[src/rtl/irt_pkg.sv]
package irt_pkg;

  localparam logic [7:0] OFS_SELECT = 8'h00;
  localparam logic [7:0] OFS_WINDOW = 8'h10;
  localparam logic [7:0] OFS_EOI    = 8'h40;

  localparam logic [7:0] IDX_IDENT  = 8'h00;
  localparam logic [7:0] IDX_VER    = 8'h01;
  localparam logic [7:0] IDX_TABLE  = 8'h10;

  typedef struct packed {
    logic [7:0] dest;
    logic       mask;
    logic       level;
    logic       active_low;
    logic       dest_logical;
    logic [2:0] dmode;
    logic [7:0] vector;
  } route_t;

  localparam route_t ROUTE_RESET = '{dest: 8'h00, mask: 1'b1, level: 1'b0,
                                     active_low: 1'b0, dest_logical: 1'b0,
                                     dmode: 3'b000, vector: 8'h00};

  // True when the index falls inside the routing table for the given line count
  function automatic logic is_route_idx(logic [7:0] idx, logic [7:0] lines);
    logic [8:0] lo, hi;
    lo = {1'b0, IDX_TABLE};
    hi = {1'b0, IDX_TABLE} + {lines, 1'b0};
    return ({1'b0, idx} >= lo) && ({1'b0, idx} < hi);
  endfunction

  // Entry number addressed by a table index (two indices per entry)
  function automatic logic [7:0] route_slot(logic [7:0] idx);
    logic [7:0] off;
    off = idx - IDX_TABLE;
    return {1'b0, off[7:1]};
  endfunction

  // Software view of the low word, status bits merged in
  function automatic logic [31:0] pack_low(route_t e, logic busy, logic rirr);
    return {15'b0, e.mask, e.level, rirr, e.active_low, busy,
            e.dest_logical, e.dmode, e.vector};
  endfunction

  // Low-word write: status bits 12 and 14 are not stored
  function automatic route_t apply_low(route_t e, logic [31:0] w);
    route_t r;
    r              = e;
    r.vector       = w[7:0];
    r.dmode        = w[10:8];
    r.dest_logical = w[11];
    r.active_low   = w[13];
    r.level        = w[15];
    r.mask         = w[16];
    return r;
  endfunction

endpackage

[src/rtl/irt_line.sv]
module irt_line
  import irt_pkg::*;
(
  input  logic        clk,
  input  logic        rst_n,
  input  logic        wr_lo,
  input  logic        wr_hi,
  input  logic [31:0] wdata,
  input  logic        irq_raw,
  input  logic        grant,
  input  logic        accept,
  input  logic        eoi,
  input  logic [7:0]  eoi_vec,
  output route_t      cfg,
  output logic        busy,
  output logic        rirr,
  output logic        req
);

  route_t cfg_q;
  logic   busy_q, rirr_q, pend_q, seen_q;
  logic   active, rise, eoi_hit;

  assign active  = irq_raw ^ cfg_q.active_low;
  assign rise    = active & ~seen_q;
  assign eoi_hit = eoi & cfg_q.level & (eoi_vec == cfg_q.vector);

  always_ff @(posedge clk or negedge rst_n) begin
    if (!rst_n) begin
      cfg_q  <= ROUTE_RESET;
      busy_q <= 1'b0;
      rirr_q <= 1'b0;
      pend_q <= 1'b0;
      seen_q <= 1'b0;
    end else begin
      seen_q <= active;
      if (wr_lo)      cfg_q      <= apply_low(cfg_q, wdata);
      else if (wr_hi) cfg_q.dest <= wdata[31:24];
      pend_q <= (pend_q | (rise & ~cfg_q.level)) & ~grant & ~cfg_q.mask;
      if (grant)       busy_q <= 1'b1;
      else if (accept) busy_q <= 1'b0;
      if (grant && cfg_q.level) rirr_q <= 1'b1;
      else if (eoi_hit)         rirr_q <= 1'b0;
    end
  end

  assign req  = ~cfg_q.mask & ~busy_q &
                (cfg_q.level ? (active & ~rirr_q) : (pend_q | rise));
  assign cfg  = cfg_q;
  assign busy = busy_q;
  assign rirr = rirr_q;

  AST_MASK_SILENT: assert property (@(posedge clk) disable iff (!rst_n)
    cfg_q.mask |-> !req) else $error("masked line requested");
  AST_RIRR_BLOCKS: assert property (@(posedge clk) disable iff (!rst_n)
    (cfg_q.level && rirr_q) |-> !req) else $error("level line re-requested");
  AST_NO_REGRANT: assert property (@(posedge clk) disable iff (!rst_n)
    busy_q |-> !grant) else $error("line granted while in flight");

endmodule

[src/rtl/irt_prio.sv]
module irt_prio #(
  parameter int N  = 24,
  parameter int LW = (N > 1) ? $clog2(N) : 1
) (
  input  logic          clk,
  input  logic          rst_n,
  input  logic          en,
  input  logic [N-1:0]  req,
  output logic [N-1:0]  grant,
  output logic [LW-1:0] idx,
  output logic          any
);

  always_comb begin
    grant = '0;
    idx   = '0;
    for (int i = N - 1; i >= 0; i--) begin
      if (req[i]) begin
        grant    = '0;
        grant[i] = en;
        idx      = LW'(i);
      end
    end
  end

  assign any = en && (req != '0);

  AST_GRANT_ONEHOT: assert property (@(posedge clk) disable iff (!rst_n)
    $onehot0(grant)) else $error("multiple grants");
  AST_LOWEST_FIRST: assert property (@(posedge clk) disable iff (!rst_n)
    (grant != '0) |-> ((req & (grant - N'(1))) == '0)) else $error("lower line skipped");

endmodule

[src/rtl/irt_router.sv]
module irt_router
  import irt_pkg::*;
#(
  parameter int         NUM_LINES = 24,
  parameter logic [3:0] UNIT_ID   = 4'h0,
  parameter logic [7:0] VERSION   = 8'h20
) (
  input  logic                 clk,
  input  logic                 rst_n,
  input  logic                 bus_wr,
  input  logic [7:0]           bus_addr,
  input  logic [31:0]          bus_wdata,
  output logic [31:0]          bus_rdata,
  input  logic [NUM_LINES-1:0] irq_lines,
  output logic                 msg_valid,
  input  logic                 msg_ready,
  output logic [7:0]           msg_vector,
  output logic [7:0]           msg_dest
);

  localparam int LW = (NUM_LINES > 1) ? $clog2(NUM_LINES) : 1;
  localparam logic [7:0] LAST_ENTRY = 8'(NUM_LINES - 1);

  logic [7:0]  sel_q;
  logic [3:0]  id_q;
  logic        wr_sel, wr_win, wr_eoi;
  logic        sel_is_route;
  logic [7:0]  slot;
  logic [LW-1:0] slot_idx;

  route_t            cfg_w [NUM_LINES];
  logic [NUM_LINES-1:0] busy_w, rirr_w, req_w, grant_w, accept_w, wr_lo_w, wr_hi_w;

  logic          grant_any;
  logic [LW-1:0] grant_idx;
  logic          msg_valid_q;
  logic [7:0]    msg_vec_q, msg_dest_q;
  logic [LW-1:0] owner_q;
  logic [31:0]   win_data;

  assign wr_sel       = bus_wr && (bus_addr == OFS_SELECT);
  assign wr_win       = bus_wr && (bus_addr == OFS_WINDOW);
  assign wr_eoi       = bus_wr && (bus_addr == OFS_EOI);
  assign sel_is_route = is_route_idx(sel_q, 8'(NUM_LINES));
  assign slot         = route_slot(sel_q);
  assign slot_idx     = slot[LW-1:0];

  always_ff @(posedge clk or negedge rst_n) begin
    if (!rst_n) begin
      sel_q <= 8'h00;
      id_q  <= UNIT_ID;
    end else begin
      if (wr_sel) sel_q <= bus_wdata[7:0];
      if (wr_win && sel_q == IDX_IDENT) id_q <= bus_wdata[27:24];
    end
  end

  for (genvar g = 0; g < NUM_LINES; g++) begin : g_line
    assign wr_lo_w[g]  = wr_win && sel_is_route && (slot_idx == LW'(g)) && !sel_q[0];
    assign wr_hi_w[g]  = wr_win && sel_is_route && (slot_idx == LW'(g)) &&  sel_q[0];
    assign accept_w[g] = msg_valid_q && msg_ready && (owner_q == LW'(g));

    irt_line u_line (
      .clk     (clk),
      .rst_n   (rst_n),
      .wr_lo   (wr_lo_w[g]),
      .wr_hi   (wr_hi_w[g]),
      .wdata   (bus_wdata),
      .irq_raw (irq_lines[g]),
      .grant   (grant_w[g]),
      .accept  (accept_w[g]),
      .eoi     (wr_eoi),
      .eoi_vec (bus_wdata[7:0]),
      .cfg     (cfg_w[g]),
      .busy    (busy_w[g]),
      .rirr    (rirr_w[g]),
      .req     (req_w[g])
    );
  end

  irt_prio #(.N(NUM_LINES), .LW(LW)) u_prio (
    .clk   (clk),
    .rst_n (rst_n),
    .en    (!msg_valid_q),
    .req   (req_w),
    .grant (grant_w),
    .idx   (grant_idx),
    .any   (grant_any)
  );

  always_ff @(posedge clk or negedge rst_n) begin
    if (!rst_n) begin
      msg_valid_q <= 1'b0;
      msg_vec_q   <= 8'h00;
      msg_dest_q  <= 8'h00;
      owner_q     <= '0;
    end else if (msg_valid_q && msg_ready) begin
      msg_valid_q <= 1'b0;
    end else if (grant_any) begin
      msg_valid_q <= 1'b1;
      msg_vec_q   <= cfg_w[grant_idx].vector;
      msg_dest_q  <= cfg_w[grant_idx].dest;
      owner_q     <= grant_idx;
    end
  end

  always_comb begin
    win_data = 32'h0;
    if (sel_q == IDX_IDENT)
      win_data = {4'h0, id_q, 24'h0};
    else if (sel_q == IDX_VER)
      win_data = {8'h00, LAST_ENTRY, 8'h00, VERSION};
    else if (sel_is_route)
      win_data = sel_q[0] ? {cfg_w[slot_idx].dest, 24'h0}
                          : pack_low(cfg_w[slot_idx], busy_w[slot_idx], rirr_w[slot_idx]);
  end

  always_comb begin
    case (bus_addr)
      OFS_SELECT: bus_rdata = {24'h0, sel_q};
      OFS_WINDOW: bus_rdata = win_data;
      default:    bus_rdata = 32'h0;
    endcase
  end

  assign msg_valid  = msg_valid_q;
  assign msg_vector = msg_vec_q;
  assign msg_dest   = msg_dest_q;

  AST_MSG_HOLD: assert property (@(posedge clk) disable iff (!rst_n)
    (msg_valid_q && !msg_ready) |=> (msg_valid_q && $stable(msg_vec_q) && $stable(msg_dest_q)))
    else $error("message changed while stalled");
  AST_ONE_IN_FLIGHT: assert property (@(posedge clk) disable iff (!rst_n)
    $onehot0(busy_w)) else $error("more than one line in flight");
  AST_STATUS_TRACKS: assert property (@(posedge clk) disable iff (!rst_n)
    msg_valid_q == (busy_w != '0)) else $error("delivery status disagrees with valid");

endmodule

[config.mk]
export PLATFORM = sky130hd
export DESIGN_NAME = irt_router
export DESIGN_NICKNAME = d
export VERILOG_FILES = /design/src/rtl/irt_pkg.sv /design/src/rtl/irt_line.sv /design/src/rtl/irt_prio.sv /design/src/rtl/irt_router.sv
export SDC_FILE = /design/constraint.sdc
export NUM_CORES = 2
export LEC_CHECK = 0
export ABC_CLOCK_PERIOD_IN_PS = 3300
export BUFFER_PORTS_ARGS = -buffer_cell sky130_fd_sc_hd__buf_2
export CORE_AREA = 2 2 348 350
export CTS_CLUSTER_DIAMETER = 200
export DETAILED_ROUTE_END_ITERATION = 12
export DIE_AREA = 0 0 350 352
export PLACE_DENSITY = 0.45
export SYNTH_ARGS = -nofsm -noshare
export SYNTH_HDL_FRONTEND = slang
export SYNTH_SLANG_ARGS = --single-unit
[constraint.sdc]
create_clock -name clk -period 3.3 [get_ports clk]
set_input_delay 0 -clock clk [delete_from_list [all_inputs] [get_ports clk]]
set_output_delay 0 -clock clk [all_outputs]
set_load 0.05 [all_outputs]
==> results.md <==
* Final worst slack at -0.0928 ns
* Worst path top cell family by delay: compound AO/OA/AOI/OAI gates
* Initial antenna violation count at 3
* Flop-to-flop setup slack at -0.09 ns
* Final period utilization at 1.03
* Cell Pwr Density at 552 nW/um^2
* Hold Vio Cnt, Final at 0
* Number of synthesized flops with an enable pin at 0
* Core Area at 119000 um^2
* Synthesized flop and latch total at 682
* Final Max Tran Viols at 0
* Die Area at 123000 um^2
* Layout Nets at 3479
* Worst-Skew Late Latency at 0.68 ns
* Levels on crit path at 14
* Num rows at 127
* Count of cell types in the netlist at 83
* Fin util at 0.393
* Synth Cell Area at 38000 um^2
* Worst IR Drop VDD at 0.460 mV
* Mapped Cells at 3056
* CTS tree: yes
* Worst-case clock skew at 0.0348 ns
* DP Area at 42700 um^2
* Worst-margin pin slew at 0.910 ns
* Min cycle time layout at 3.39 ns
* Final cell count without fillers at 5085
* IO buf count at 103
* Drt pass-1 iters at 5
* Unrepaired setup endpoints after global routing: true
* Largest net degree at the start of global routing at 94
* Synth top area cells: dfrtp_1 43%, mux2_2 18%, mux4_2 10%, mux2i_1 4.5%, xnor2_1 2.7%
* Critical path buffers and inverters at 4
* Most used cell, CP: buf_4
* RR Startpoint: g_line[3].u_line.cfg[13]
* Worst-path clk slew at 0.07 ns
* Area leader, netlist: dfrtp_1
* Placer Congestion at 0.878
* Worst hold path type: primary input to async pin
* Slowest stage cell on the critical path: dfrtp_1
* Commonest cells post-synth: 658 x dfrtp_1, 614 x mux2_2, 175 x mux4_2
* Share of layout cells above drive strength 1 at 0.433
* Starting Density at 0.318
* CP required at 3.90 ns
* Die W at 350 um
* Sequential cell area fraction in the yosys report at 0.450
* R2r endpoint: msg_vector[6]
* Async SR Flop Fraction at 1.00
* Violated checks: negative setup slack
* Placed Instances at 4851
* Number of global-route vias before repair at 29215
* First-pass GRT wire length at 210000 um
* Remaining DRCs at 0
* CP Capture Type: flop
* Worst r2r path cells at 14
* Cells along the critical path: nor2b_1 > o211a_1 > or2_2 > a211oi_2 > o2111ai_4 > buf_6 > a22oi_2 > buf_12 > buf_4 > buf_4 > nand2_1 > and3_1 > o32a_1 > a31oi_1
* DRT antenna net count at 0
* Die height at 352 um
* Max Clk Rate at 295 MHz
* Total routed wirelength at 145000 um
* Clk buf depth at 3
* Endpoints failing setup at 14
* Post-synth top area share at 0.434
* Starting DRT DRC Count at 1957
* WL/cell at 28.5 um
* Leak Pwr at 20.8 nW
* Top_reg_cell synth: dfrtp_1
* Synth warnings at 0
* Avg Inst Size Synth at 12.4 um^2
* Clk root buf: clkbuf_16
* Rel. slew slack at 0.394
* Clock sinks at 682
* Htree depth at 3
* Status: complete, but fails checks
* Worst stage delay on the critical path at 0.41 ns
* Setup CP Type: flop to flop
* Top-count cell post-synth: dfrtp_1
* HPWL Detailed at 101000 um
* Via count at 28010
* TritonCTS buffer count at 83
* Via density at 5.51
* CP Max Fanout at 17
* Final Cell Area at 46900 um^2
* Max-Cap Viols at 0
* Synth-to-layout area growth at 23.5%
* Tot Pwr at 25.9 mW
* Total gr overflow at 0
* I/O pin count at 117
* Global Route Usage Sum at 0.234
* CP arrival at 3.99 ns
* Crit start category: flop
## state kept, by name, indices dropped and copies added, names as in the netlist
register,count
msg_vector,8
sel_q,8
g_line.u_line.pend_q,24
g_line.u_line.seen_q,24
g_line.u_line.busy,24
owner_q,5
id_q,4
msg_valid,1
msg_dest,8
g_line.u_line.cfg,552
g_line.u_line.rirr,24
## where the power goes
group	internal, mW	switching [mW]	total, mW
clock	5.40	3.89	9.29
combinational	3.42	4.44	7.86
sequential	8.53	0.193	8.72
## cells by family (layout without fill, tap and decap cells)
| group | after synthesis | count (layout) | share of synthesized area |
|---|---|---|---|
| AOI/OAI and AO/OA | 308 | 308 | 0.0589 |
| xor gates and xnor gates | 216 | 216 | 0.0506 |
| adders and majority gates | 2 | 2 | 0.000659 |
| buffers and inverters | 269 | 681 | 0.0307 |
| DFF | 682 | 682 | 0.450 |
| muxes | 960 | 960 | 0.331 |
| other | 1 | 6 | 0.0000988 |
| and+or+nand+nor | 618 | 618 | 0.0778 |
## cells in the final DEF (no fill, tap or decap), drive strengths merged, types with 10 or more instances in the layout
master / netlist / final
dfrtp: 658 / 658
mux2: 614 / 614
buf: 84 / 447
mux4: 175 / 175
mux2i: 171 / 171
nand2: 162 / 162
nor2: 159 / 159
xnor2: 121 / 121
clkbuf: 151 / 111
xor2: 95 / 95
nand3: 82 / 82
o21ai: 80 / 80
nor3: 63 / 63
dlygate4sd3: 0 / 46
a21oi: 41 / 41
inv: 34 / 39
a211oi: 36 / 36
nand4: 32 / 32
nand2b: 27 / 27
o22a: 26 / 26
clkinv: 0 / 25
dfstp: 24 / 24
nor2b: 21 / 21
a31oi: 19 / 19
nor4: 17 / 17
a221oi: 16 / 16
a311oi: 16 / 16
a22o: 14 / 14
and3: 10 / 10
## per-layer routing
metal  wire length [um]  GRT usage  up-vias
li1                   -          -    12010
met2              69000      0.380      883
met4               6880     0.0998        4
met5                 26          0        -
met3               7320     0.0364      271
met1              61900      0.309    14842
## repair_timing
action                                  CTS  global route
hold buffers                             46             0
gates cloned                              5             3
setup buffers                            16            16
endpoints found under the hold margin   628             0
pin swaps                                10             9
resized for setup                        79            59
endpoints found under the setup margin   40            33
## layout make-up
class / instances / area (um^2)
Antenna cell: 2 / 5.00
Clock buffer: 108 / 2300
Clock inverter: 39 / 405
Fill cell: 11418 / 72400
Inverter: 34 / 128
Multi-Input combinational cell: 2108 / 20100
Sequential cell: 682 / 17100
Tap cell: 1612 / 2020
Timing Repair Buffer: 500 / 4870
## per-stage QoR
stage | TNS (ns) | hold slack (ns) | worst slack (ns)
after floorplan | 0 | -0.296 | 0.0937
after global placement | -2.19 | 0.149 | -0.267
after detailed placement | -2.70 | 0.148 | -0.251
after CTS | -0.488 | 0.00615 | -0.0972
after global routing | -2.19 | 0.0233 | -0.196
final | -0.757 | 0.0180 | -0.0928
## worst max-delay path by stage
stage	from	endpoint
floorplan	sel_q[2]	bus_rdata[28]
CTS	sel_q[1]	bus_rdata[26]
global placement	g_line[11].u_line.cfg[12]	msg_vector[7]
detailed placement	g_line[11].u_line.cfg[12]	msg_vector[4]
finish	g_line[3].u_line.cfg[13]	msg_vector[6]
global route	g_line[3].u_line.cfg[13]	msg_vector[3]
Note: power is estimated with default switching activity, not from simulation.
